[config.mk]
export PLATFORM = sky130hd
export DESIGN_NAME = eob_run_merger
export DESIGN_NICKNAME = d
export VERILOG_FILES = /design/src/rtl/eob_pkg.sv /design/src/rtl/eob_run_counter.sv /design/src/rtl/eob_run_classify.sv /design/src/rtl/eob_out_stage.sv /design/src/rtl/eob_run_merger.sv
export SDC_FILE = /design/constraint.sdc
export NUM_CORES = 1
export LEC_CHECK = 0
export ABC_CLOCK_PERIOD_IN_PS = 5130
export BUFFER_PORTS_ARGS = -buffer_cell sky130_fd_sc_hd__clkbuf_2
export CELL_PAD_IN_SITES_DETAIL_PLACEMENT = 0
export CELL_PAD_IN_SITES_GLOBAL_PLACEMENT = 1
export CORE_AREA = 3 3 77 79
export CTS_CLUSTER_DIAMETER = 50
export DETAILED_ROUTE_END_ITERATION = 6
export DIE_AREA = 0 0 80 82
export PLACE_DENSITY_LB_ADDON = 0.1
export SYNTH_ARGS = -nofsm -noshare
export SYNTH_HDL_FRONTEND = slang
export SYNTH_HIERARCHICAL = 1
export SYNTH_SLANG_ARGS = --single-unit
[constraint.sdc]
create_clock -name clk -period 5.13 [get_ports clk]
set_clock_uncertainty 0.2 [all_clocks]
set_input_delay 0.513 -clock clk [delete_from_list [all_inputs] [get_ports clk]]
set_output_delay 0.513 -clock clk [all_outputs]
set_load 0.02 [all_outputs]
[src/rtl/eob_pkg.sv]
// Package: shared widths and the output beat record for the run merger.
// Assumes tokens are 12 bits wide and run categories fit in 3 bits.
package eob_pkg;
    localparam int TOK_W  = 12;
    localparam int CAT_W  = 3;
    localparam int XLEN_W = 4;

    // One output beat as held in the output register.
    typedef struct packed {
        logic              is_run;
        logic [CAT_W-1:0]  cat;
        logic [XLEN_W-1:0] xlen;
        logic [TOK_W-1:0]  tok;
        logic              last;
    } out_beat_t;
endpackage

[src/rtl/eob_run_counter.sv]
// Run counter: counts accepted zero-block beats. It raises a flush request
// when the count reaches its cap or when the counted beat ends the frame.
// Assumes inc and clr are never asserted in the same cycle.
module eob_run_counter #(
    parameter int RUN_MAX = 4095,
    parameter int CNT_W   = $clog2(RUN_MAX + 1)
) (
    input  logic             clk,
    input  logic             rst_n,
    input  logic             inc,
    input  logic             eof,
    input  logic             clr,
    output logic [CNT_W-1:0] cnt,
    output logic             flush_req
);
    localparam logic [CNT_W-1:0] CAP_M1 = CNT_W'(RUN_MAX - 1);

    // Count qualifying blocks and latch an immediate-flush request.
    always_ff @(posedge clk) begin
        if (!rst_n) begin
            cnt       <= '0;
            flush_req <= 1'b0;
        end else if (clr) begin
            cnt       <= '0;
            flush_req <= 1'b0;
        end else if (inc) begin
            cnt       <= cnt + 1'b1;
            flush_req <= eof || (cnt == CAP_M1);
        end
    end
endmodule

[src/rtl/eob_run_classify.sv]
// Run classifier: maps a run length (1..cap) to a category, an extra-bit
// count and an extra-bit value. Purely combinational.
// Assumes CNT_W is at most the token width.
module eob_run_classify
    import eob_pkg::*;
#(
    parameter int CNT_W = 12
) (
    input  logic [CNT_W-1:0]  run_len,
    output logic [CAT_W-1:0]  cat,
    output logic [XLEN_W-1:0] xlen,
    output logic [TOK_W-1:0]  xval
);
    logic [TOK_W-1:0] len_w;
    assign len_w = TOK_W'(run_len);

    // Pick the band and compute the offset within it.
    always_comb begin
        cat  = '0;
        xlen = '0;
        xval = '0;
        if (len_w <= TOK_W'(3)) begin
            cat = CAT_W'(len_w - TOK_W'(1));
        end else if (len_w < TOK_W'(8)) begin
            cat  = CAT_W'(3);
            xlen = XLEN_W'(2);
            xval = len_w - TOK_W'(4);
        end else if (len_w < TOK_W'(16)) begin
            cat  = CAT_W'(4);
            xlen = XLEN_W'(3);
            xval = len_w - TOK_W'(8);
        end else if (len_w < TOK_W'(32)) begin
            cat  = CAT_W'(5);
            xlen = XLEN_W'(4);
            xval = len_w - TOK_W'(16);
        end else begin
            cat  = CAT_W'(6);
            xlen = XLEN_W'(CNT_W);
            xval = len_w;
        end
    end
endmodule

[src/rtl/eob_out_stage.sv]
// Output register: a single-entry register for output beats with a
// valid/ready handshake. Assumes load is asserted only while free is high.
module eob_out_stage
    import eob_pkg::*;
(
    input  logic      clk,
    input  logic      rst_n,
    input  logic      load,
    input  out_beat_t din,
    input  logic      out_ready,
    output logic      out_valid,
    output out_beat_t dout,
    output logic      free
);
    assign free = !out_valid || out_ready;

    // Hold a beat until downstream takes it; reload when free.
    always_ff @(posedge clk) begin
        if (!rst_n) begin
            out_valid <= 1'b0;
            dout      <= '0;
        end else if (load) begin
            out_valid <= 1'b1;
            dout      <= din;
        end else if (out_ready) begin
            out_valid <= 1'b0;
        end
    end
endmodule

[src/rtl/eob_run_merger.sv]
// Top of the end-of-block run merger. Zero-block beats are counted. The
// pending run is emitted as one run token before a coefficient beat, before
// a group start, at end of frame, or at the cap. Coefficient beats pass
// through. Assumes each beat's flags are stable while in_valid is high.
module eob_run_merger
    import eob_pkg::*;
#(
    parameter int RUN_MAX = 4095,
    localparam int CNT_W  = $clog2(RUN_MAX + 1)
) (
    input  logic              clk,
    input  logic              rst_n,
    input  logic              in_valid,
    output logic              in_ready,
    input  logic [TOK_W-1:0]  in_tok,
    input  logic              in_last,
    input  logic              in_zero,
    input  logic              in_grp,
    input  logic              in_eof,
    output logic              out_valid,
    input  logic              out_ready,
    output logic [TOK_W-1:0]  out_tok,
    output logic              out_last,
    output logic              out_is_run,
    output logic [CAT_W-1:0]  out_cat,
    output logic [XLEN_W-1:0] out_xlen
);
    logic [CNT_W-1:0]  cnt;
    logic              flush_req, free, pre_flush, emit_run, in_fire, load;
    logic [CAT_W-1:0]  r_cat;
    logic [XLEN_W-1:0] r_xlen;
    logic [TOK_W-1:0]  r_xval;
    out_beat_t         din, dout;

    // Decide this cycle's action: flush a run, accept a beat, or wait.
    always_comb begin
        pre_flush = in_valid && (cnt != '0) && (!in_zero || in_grp);
        emit_run  = free && (flush_req || pre_flush);
        in_ready  = free && !flush_req && !pre_flush;
        in_fire   = in_valid && in_ready;
        load      = emit_run || (in_fire && !in_zero);
    end

    // Build the beat to load: a run token or a forwarded coefficient.
    always_comb begin
        if (emit_run) begin
            din = '{is_run: 1'b1, cat: r_cat, xlen: r_xlen, tok: r_xval, last: 1'b0};
        end else begin
            din = '{is_run: 1'b0, cat: '0, xlen: '0, tok: in_tok, last: in_last};
        end
    end

    eob_run_counter #(.RUN_MAX(RUN_MAX), .CNT_W(CNT_W)) u_cnt (
        .clk(clk), .rst_n(rst_n), .inc(in_fire && in_zero), .eof(in_eof),
        .clr(emit_run), .cnt(cnt), .flush_req(flush_req)
    );

    eob_run_classify #(.CNT_W(CNT_W)) u_cls (
        .run_len(cnt), .cat(r_cat), .xlen(r_xlen), .xval(r_xval)
    );

    eob_out_stage u_out (
        .clk(clk), .rst_n(rst_n), .load(load), .din(din),
        .out_ready(out_ready), .out_valid(out_valid), .dout(dout), .free(free)
    );

    // Unpack the output register onto the ports.
    always_comb begin
        out_tok    = dout.tok;
        out_last   = dout.last;
        out_is_run = dout.is_run;
        out_cat    = dout.cat;
        out_xlen   = dout.xlen;
    end
endmodule


Word level (Yosys, flattened, before mapping)
Cells that the tools add are included.

storage, ports and cells
  latch bits = 0
  bits in writable memories = 0
  input port bits = 20
  bits in registers = 35
  memories = 0
  memory bits (read-only) = 0
  output and inout port bits = 23
  word-level logic and storage cells = 54

cells by class
  multiply operators = 0
  bitwise gates (word level) = 1
  add/subtract/negate cells = 5
  divide/modulo/power cells = 0
  shifts and indexed selects = 0
  eq/ne operators = 1
  multiplexer cells = 15
  order comparisons = 4
  reductions and logical operators = 20

operators with widths
  operator               number
  $mux 12                4
  $mux 21                1
  $mux 4                 4
  $add 12x1->12 const B  1
  $eq 12x12->1 const B   1
  $le 12x2->1 const B    1
  $lt 12x4->1 const B    1
  $lt 12x5->1 const B    1
  $lt 12x6->1 const B    1
  $reduce_bool 12->1     1
  $sub 12x3->12 const B  1
  $sub 12x4->12 const B  1
  $sub 12x5->12 const B  1
  $mux 3                 3
  $logic_and 1x1->1      8
  $logic_or 1x1->1       5
  $logic_not 1->1        4
  $sub 3x1->3 const B    1
  $mux 1                 2
  $mux 2                 1
  $reduce_bool 2->1      1
  $reduce_or 2->1        1
  $not 1->1              1

Depth between registers and ports, before layout
Gate-level depths: netlist of run 1.

  word-level depth = 9
  depth in mapped cells = 11
  depth with buffers taken out = 10

By module
Netlist of run 1, hierarchy kept.

by module, submodules not included
  module            area an instance (µm²)  seq. area each (µm²)  cells each  instances
  eob_out_stage     858.3                   440.4                 72          1
  eob_run_counter   644.4                   260.2                 72          1
  eob_run_classify  540.5                   0.0                   83          1
  eob_run_merger    357.8                   0.0                   33          1

Worst setup path before layout of run 1
No wires, ideal clock.

  path kind = register to register
  start point = register u_cnt.cnt[4]
  end point = register u_cnt.cnt[10]
  buffers on the path = 1
  path slack = 2.179 ns
  period minus slack after synthesis = 2.951 ns
  library setup time = 0.070 ns
  cell stages (with the launch flop) = 9
  required time = 4.860 ns
  data arrival time = 2.680 ns
  path through = dfxtp_1 -> nor4_2 -> a311oi_2 -> nor3b_1 -> and3_1 -> buf_2 -> nand4_4 -> or4_1 -> a21oi_1

on the way
  word-level cells in the longest chain between the ends = 7
  elaborated cells on any way between the ends = 11
  classes of those cells = add/sub (1); reduce/logical (10)

ends and longest elaborated chain
  element                          line                   source
  start: declaration               eob_run_counter.sv:13  output logic [CNT_W-1:0] cnt,
  start signal: assignment         eob_run_counter.sv:27  cnt <= cnt + 1'b1;
  $reduce_bool 12->1               eob_run_merger.sv:37   pre_flush = in_valid && (cnt != '0) && (!in_zero || in_grp);
  $logic_and 1x1->1 (2 in series)  eob_run_merger.sv:37
  $logic_not 1->1                  eob_run_merger.sv:39   in_ready = free && !flush_req && !pre_flush;
  $logic_and 1x1->1                eob_run_merger.sv:39
  named net in_ready               eob_run_merger.sv:14   output logic in_ready,
  $logic_and 1x1->1                eob_run_merger.sv:40   in_fire = in_valid && in_ready;
  $logic_and 1x1->1                eob_run_merger.sv:54   .clk(clk), .rst_n(rst_n), .inc(in_fire && in_zero), .eof(in_eof),

The timed path passes the listed nets, and every way through them passes these cells.
A chain may end at the register's enable or synchronous reset.

==> impl_results.md, run 1 <==
- RR Startpoint: u_cnt/cnt[4]$_SDFFE_PP0P_
- P&R area growth vs syn: 11.3%
- Status: finished clean
- Crit-path slowest cell: nor3b_1
- Max Cap Viol: 0
- Chip width: 80 um
- Clock buffer depth: 2
- Setup bufs post-CTS: 0
- Top cells by area, synth: dfxtp_1 29%, mux2i_1 10%, nor2b_1 6.0%, mux2_4 5.6%, ha_1 5.2%
- Cts repair resizes: 0
- Layout Nets: 325
- All-Layer GR Usage: 0.169
- Post-DP HPWL: 3950 um
- DR WL/cell: 14.8 um
- Critical Path Start Type: register
- DR iter-0 viols: 126
- Internal reg-to-reg setup slack: 2.14 ns
- Syn_nets: 290
- Final worst-path cycle share: 0.582
- Seq/Total Area, Yosys: 0.292
- Fin Setup TNS: 0 ns
- Min Tclk post-route: 2.99 ns
- Register area: 701 um2
- Drt drc: 0
- Clock tree from TritonCTS: built
- Max Slew Vio Count: 0
- Synth area leader: dfxtp_1
- Die area: 6560 um2
- Most frequent cell after synthesis: dfxtp_1
- Die H: 82 um
- Vias per inst: 5.29
- CP startpoint: u_cnt/cnt[4]$_SDFFE_PP0P_
- Slowest stage delay, CP: 0.46 ns
- FP Rows: 27
- EDFF count, synth: 0
- H-tree Lvls: 2
- Critical path buffers and inverters: 1
- Min-Delay Path Class: input pin to register
- Syn avg cell area: 9.23 um2
- TritonRoute pass-1 iters: 5
- Crit path cell chain: inv_1 > ha_1 > nor3b_1 > and3_1 > a21oi_2 > o22ai_1 > a211oi_2 > mux2_4 > mux2i_1 > nor2b_1
- Area share of the largest cell type after synthesis: 0.292
- Antenna-violating nets left: 0
- Synth warnings: 6
- Crit. path cell count: 10
- Inserted Clock Buffers: 5
- Critical path capture point type: register
- Worst hold stages: 3
- Root Buffer: clkbuf_8
- Core Area: 5410 um2
- Post-Synthesis Cells: 260
- Ys async rst share: 0
- Count of buffers from port buffering: 42
- Maximum vdd drop: 0.111 mV
- Vias: 1948
- Leakage: 1.13 nW
- CP top delay family: simple AND/OR/NAND/NOR gates
- Overflow after GRT: 0
- Kind of critical path: register to register
- I/O pins: 43
- FILL cells: 548
- Total power: 0.686 mW
- Reg clk slew, reported paths: 0.07 ns
- Final wirelength: 5430 um
- # setup viols final: 0
- #FFs+latches synth: 35
- Crit Path Max Fanout: 9
- R2R Path End: u_out/dout[5]$_SDFFE_PN0P_
- Initial Util: 0.444
- Post-CTS Hold Buffers: 0
- Routability cong.: 0.892
- Area used by multi-input combinational logic: 1520 um2
- Final hold vios: 0
- Reg2reg path depth: 10
- Largest net degree at the start of global routing: 25
- Actual slew at the worst max-slew pin: 0.768 ns
- N_diodes: 0
- Max-slew headroom: 0.488
- Vias in the first global route: 1723
- Netlist cell types: 53
- Layout cell share with drive strength beyond 1: 0.260
- Worst path required time: 5.11 ns
- First-pass GRT wire length: 8750 um
- Pwr/cell area: 257 nW/um2
- Fmax: 335 MHz
- Mapped cell area: 2400 um2
- Arrival @ worst endpoint: 2.97 ns
- Skew-Pair Late Insertion Delay: 0.29 ns
- Most used DFF post-synth: dfxtp_1
- Antenna violations before repair: 0
- Clock sinks: 35
- Critical Path End: u_out/dout[5]$_SDFFE_PN0P_
- RSZ-0062 raised after global routing: no
- Post-synth top cells: 35 x dfxtp_1, 24 x mux2i_1, 23 x nor2b_1
==> cell type report <==
cell class,instances,area share
clock buffer,7,0.0286
clock inverter,1,0.00187
tap,72,0.0337
multi-input combinational,193,0.568
inverter,17,0.0239
sequential,35,0.262
timing repair buffer,43,0.0815
==> state kept, by name, summed over array words and instances, names as in the netlist <==
name,flops
u_out/out_valid,1
u_cnt/cnt,12
u_cnt/flush_req,1
u_out/dout,21
==> routing by layer <==
metal	part of all wire	vias up	GRT usage
li1	-	987	-
met1	0.50	877	0.245
met2	0.41	73	0.248
met3	0.066	11	0.0362
met4	0.017	0	0.0541
met5	0	-	0
==> placed cells by master (no fill, tap or decap), types with 2 or more instances in the layout <==
| cell | netlist | layout |
|---|---|---|
| inv_1 | 16 | 16 |
| and2_1 | 9 | 9 |
| and3_1 | 2 | 2 |
| mux2_2 | 3 | 3 |
| nand4_4 | 2 | 2 |
| nor4_1 | 5 | 5 |
| clkbuf_2 | 0 | 42 |
| ha_1 | 10 | 10 |
| nor4_2 | 2 | 2 |
| nand2_1 | 13 | 13 |
| o21a_1 | 3 | 3 |
| o21ai_0 | 6 | 6 |
| nand2b_1 | 6 | 6 |
| o31ai_1 | 3 | 3 |
| nand3_1 | 4 | 4 |
| mux2i_1 | 24 | 24 |
| or4_1 | 4 | 4 |
| nor2b_1 | 23 | 23 |
| nor2_1 | 12 | 12 |
| dfxtp_1 | 35 | 35 |
| xnor2_1 | 5 | 5 |
| nor3b_1 | 2 | 2 |
| xor2_1 | 2 | 2 |
| nor3_1 | 4 | 4 |
| a21boi_0 | 2 | 2 |
| a31oi_1 | 3 | 3 |
| clkbuf_1 | 6 | 2 |
| mux2_4 | 9 | 9 |
| clkbuf_8 | 0 | 5 |
| a21oi_1 | 14 | 14 |
==> worst min path at each step <==
stage / from / to / slack [ns]
floorplan: u_cnt/cnt[11]$_SDFFE_PP0P_ / u_cnt/cnt[11]$_SDFFE_PP0P_ / 0.29
global placement: u_out/dout[7]$_SDFFE_PN0P_ / u_out/dout[7]$_SDFFE_PN0P_ / 0.29
detailed placement: u_out/dout[11]$_SDFFE_PN0P_ / u_out/dout[11]$_SDFFE_PN0P_ / 0.30
CTS: in_eof / u_cnt/flush_req$_SDFFE_PP0P_ / 0.26
global route: in_eof / u_cnt/flush_req$_SDFFE_PP0P_ / 0.30
finish: in_eof / u_cnt/flush_req$_SDFFE_PP0P_ / 0.26
==> stage by stage <==
| step | hold slack [ns] | instance area (um2) | util | worst slack, ns | instances |
|---|---|---|---|---|---|
| final | 0.265 | 2670 | 0.494 | 2.14 | 368 |
| after global routing | 0.300 | 2670 | 0.494 | 1.88 | 368 |
| after detailed placement | 0.303 | 2590 | 0.479 | 2.20 | 360 |
| after floorplan | 0.290 | 2400 | - | 2.18 | 260 |
| after global placement | 0.294 | 2590 | 0.479 | 2.18 | 360 |
| after CTS | 0.262 | 2670 | 0.494 | 2.18 | 368 |
==> worst min-delay path, stage by stage <==
cell      delay [ns]
clkbuf_2        0.08
inv_1           0.05
a31oi_1         0.07
==> cells by family (layout without fill, tap and decap cells) <==
logic type,count (synthesis),count (layout),synth area share
flip-flops,35,35,0.292
AO/OA/AOI/OAI,42,42,0.120
adder cells (fa/ha/maj),10,10,0.0521
multiplexers,36,36,0.170
AND/OR/NAND/NOR,98,98,0.264
XOR/XNOR,7,7,0.0255
buffers and inverters,32,68,0.0761
==> power by group <==
part,internal [mW],switching [mW]
Sequential,0.291,0.0152
Combinational,0.0866,0.0986
Clock,0.0953,0.0995
Total,0.473,0.213
No activity file was read; power rests on OpenSTA's default activity.
==> run 2: changes to the inputs <==
--- a/config.mk
+++ b/config.mk
@@ -5,14 +5,15 @@
 export SDC_FILE = /design/constraint.sdc
 export NUM_CORES = 1
 export LEC_CHECK = 0
-export ABC_CLOCK_PERIOD_IN_PS = 5130
+export ABC_AREA = 1
+export ABC_CLOCK_PERIOD_IN_PS = 2400
 export BUFFER_PORTS_ARGS = -buffer_cell sky130_fd_sc_hd__clkbuf_2
 export CELL_PAD_IN_SITES_DETAIL_PLACEMENT = 0
 export CELL_PAD_IN_SITES_GLOBAL_PLACEMENT = 1
-export CORE_AREA = 3 3 77 79
+export CORE_AREA = 3 3 88 90
 export CTS_CLUSTER_DIAMETER = 50
 export DETAILED_ROUTE_END_ITERATION = 6
-export DIE_AREA = 0 0 80 82
+export DIE_AREA = 0 0 91 93
 export PLACE_DENSITY_LB_ADDON = 0.1
 export SYNTH_ARGS = -nofsm -noshare
 export SYNTH_HDL_FRONTEND = slang
==> constraint.sdc (replaced) <==
create_clock -name clk -period 2.4 [get_ports clk]
set_clock_uncertainty 0.2 [all_clocks]
set_input_delay 0.24 -clock clk [delete_from_list [all_inputs] [get_ports clk]]
set_output_delay 0.24 -clock clk [all_outputs]
set_load 0.02 [all_outputs]
==> impl_results.md, run 2 <==
- Status: finished clean
- Die H: 93 um (+13%)
- Crit. path cell count: 13 (+3)
- Antenna-violating nets left: 0 (unchanged)
- Largest register FFs: 21 (unchanged)
- CP startpoint: u_cnt/cnt[4]$_SDFFE_PP0P_
- Final hold vios: 0 (unchanged)
- Crit path cell chain: inv_1 > ha_1 > inv_1 > nor2_4 > nand3_2 > nand2_4 > inv_2 > nor2_4 > o21bai_4 > inv_1 > nor2_1 > nor2_1 > nor2_1
- Max Cap Viol: 0 (unchanged)
- Actual slew at the worst max-slew pin: 0.400 ns (-0.368 ns)
- Most used DFF post-synth: dfxtp_1
- Reg clk slew, reported paths: 0.08 ns (about the same)
- FP Rows: 31 (+15%)
- Crit-path slowest cell: dfxtp_2
- Maximum vdd drop: 0.301 mV (+170%)
- Top cells by area, synth: dfxtp_1 29%, nor2_1 14%, nand2_1 12%, inv_1 6.8%, ha_1 5.1%
- Area share of the largest cell type after synthesis: 0.287 (-0.00523)
- First-pass GRT wire length: 11000 um (+26%)
- Drt drc: 0 (unchanged)
- Pwr/cell area: 557 nW/um2 (+120%)
- Skew-Pair Late Insertion Delay: 0.29 ns (about the same)
- Final std cells w/o fill: 532 (+45%)
- Inserted Clock Buffers: 5 (unchanged)
- Min Tclk post-route: 2.13 ns (-0.861 ns)
- Crit Path Max Fanout: 8 (-1)
- Vias: 2402 (+23%)
- Fin Setup TNS: 0 ns (unchanged)
- Die area: 8460 um2 (+29%)
- Ys async rst share: 0 (unchanged)
- Initial Util: 0.343 (-0.102)
- CP top delay family: simple AND/OR/NAND/NOR gates
- Largest net degree at the start of global routing: 23 (-8.0%)
- Arrival @ worst endpoint: 2.16 ns (-0.81 ns)
- Syn_nets: 410 (+41%)
- Layout cell share with drive strength beyond 1: 0.229 (-0.0315)
- Overflow after GRT: 0 (unchanged)
- Critical Path End: u_out/dout[19]$_SDFFE_PN0P_
- Worst hold stages: 3 (unchanged)
- Seq/Total Area, Yosys: 0.287 (-0.00523)
- Final worst-path cycle share: 0.886 (+0.304)
- RSZ-0062 raised after global routing: no
- Clock tree from TritonCTS: built
- Clock buffer depth: 2 (unchanged)
- N_diodes: 0 (unchanged)
- Commonest cells after routing, fill and taps aside: 94 x nor2_1, 78 x nand2_1, 44 x inv_1
- Critical path capture point type: register
- Synth area leader: dfxtp_1
- Total power: 1.62 mW (+140%)
- Fmax: 470 MHz (+40%)
- Biggest regs: u_out/dout (21), u_cnt/cnt (12)
- Critical path buffers and inverters: 4 (+3)
- Dpl cells: 524 (+46%)
- DR iter-0 viols: 75 (-40%)
- I/O pins: 43 (unchanged)
- Worst slack at placement: 0.165 ns (-2.04 ns)
- R2R Path End: u_out/dout[19]$_SDFFE_PN0P_
- Top reg by flops: u_out/dout
- Post-synth top cells: 94 x nor2_1, 78 x nand2_1, 44 x inv_1
- Mapped cell area: 2440 um2 (+1.8%)
- Worst path required time: 2.43 ns (-2.68 ns)
- # setup viols final: 0 (unchanged)
- Syn avg cell area: 6.43 um2 (-30%)
- Clock sinks: 35 (unchanged)
- P&R area growth vs syn: 18.9%
- Synth warnings: 6 (unchanged)
- Leakage: 1.45 nW (+28%)
- Post-DP HPWL: 5080 um (+29%)
- Netlist cell types: 36 (-32%)
- Final wirelength: 6450 um (+19%)
- Critical Path Start Type: register
- All-Layer GR Usage: 0.161 (-0.00794)
- Min-Delay Path Class: input pin to register
- Most frequent cell after synthesis: nor2_1
- Commonest non-fill, non-tap cell in the layout: nor2_1
- RR Startpoint: u_cnt/cnt[4]$_SDFFE_PP0P_
- Kind of critical path: register to register
- Post-Synthesis Cells: 380 (+46%)
- H-tree Lvls: 2 (unchanged)
- Routability cong.: 0.898 (+0.64%)
- Max-slew headroom: 0.733 (+0.245)
- #FFs+latches synth: 35 (unchanged)
- Vias in the first global route: 2337 (+36%)
- EDFF count, synth: 0 (unchanged)
- Vias per inst: 4.52 (-15%)
- Layout Nets: 462 (+42%)
- Slowest stage delay, CP: 0.37 ns (-0.09 ns)
- Chip width: 91 um (+14%)
- Root Buffer: clkbuf_8
- Core Area: 7140 um2 (+32%)
- DR WL/cell: 12.1 um (-18%)
- TritonRoute pass-1 iters: 4 (-1)
- Internal reg-to-reg setup slack: 0.27 ns (-1.87 ns)
- Count of buffers from port buffering: 42 (unchanged)
- Antenna violations before repair: 0 (unchanged)
- Reg2reg path depth: 13 (+3)
- Fin worst setup slack: 0.273 ns (-1.87 ns)
- Max Slew Vio Count: 0 (unchanged)
==> run 2: changes by cell type after synthesis, moves of 5 or more <==
cell / previous run / this run
mux2_4: 9 / 0
nor2_1: 12 / 94
and2_1: 9 / 0
inv_1: 16 / 44
mux2i_1: 24 / 0
nor4_1: 5 / 0
o21ai_1: 0 / 16
nor2_4: 0 / 6
nand2b_1: 6 / 0
nand3_1: 4 / 20
nand2_1: 13 / 78
nand2_4: 0 / 5
nor2b_1: 23 / 0
nand4_1: 1 / 6
==> run 2: cell families (layout without fill, tap and decap cells) <==
group,count (synthesis),after routing,synth area share
adders and majority gates,10,10,0.0512
xor gates and xnor gates,4,4,0.0143
AOI/OAI and AO/OA,45,45,0.112
and+or+nand+nor,224,224,0.422
buffers and inverters,62,115,0.114
DFF,35,35,0.287
==> run 2: area by class of cell <==
type / instances / area, um2
well taps: 99 / 124
inverters: 48 / 183
repair buffers: 59 / 338
flip-flops and latches: 35 / 703
multi-input cells: 283 / 1470
clock buffers: 5 / 68.8
clock inverters: 3 / 20.0
fillers: 825 / 4230
==> run 2: how the worst min path moves through the flow <==
stage | startpoint | end | slack (ns)
final | in_eof | u_cnt/flush_req$_SDFFE_PP0P_ | 0.01
after global routing | in_eof | u_cnt/flush_req$_SDFFE_PP0P_ | 0.06
after detailed placement | u_out/dout[19]$_SDFFE_PN0P_ | u_out/dout[19]$_SDFFE_PN0P_ | 0.27
after CTS | in_eof | u_cnt/flush_req$_SDFFE_PP0P_ | 0.008
after global placement | u_out/dout[14]$_SDFFE_PN0P_ | u_out/dout[14]$_SDFFE_PN0P_ | 0.26
after floorplan | rst_n | u_out/dout[17]$_SDFFE_PN0P_ | 0.18
==> run 2: metrics by stage <==
stage / instance area, um2 / hold slack (ns) / util
final: 2910 / 0.0139 / 0.407
after detailed placement: 2810 / 0.274 / 0.394
after floorplan: 2440 / 0.176 / -
after CTS: 2900 / 0.00839 / 0.406
after global routing: 2910 / 0.0558 / 0.407
after global placement: 2810 / 0.265 / 0.394
==> run 2: metal layers <==
metal  global-route usage  wire [um]  vias up
met5                    0          0        -
met4               0.0515         85        0
met3               0.0330        228        7
met2                0.261       2880       45
met1                0.215       3260     1065
li1                     -          -     1285
==> run 2: worst min-delay path: cells and delay by family <==
family                 cells  cell delay (ns)
buffers and inverters      1             0.07
and+or+nand+nor            1             0.03
AOI/OAI and AO/OA          1             0.12
==> run 2: timing repair <==
action	in CTS	in global routing
gates resized for setup	0	3
hold buffers	0	0
endpoints found under the setup margin	0	18
buffers inserted	0	0
==> run 2: where the power goes <==
part | switching [mW] | internal, mW
logic | 0.323 | 0.169
registers | 0.0354 | 0.651
clock network | 0.238 | 0.202
total | 0.597 | 1.02
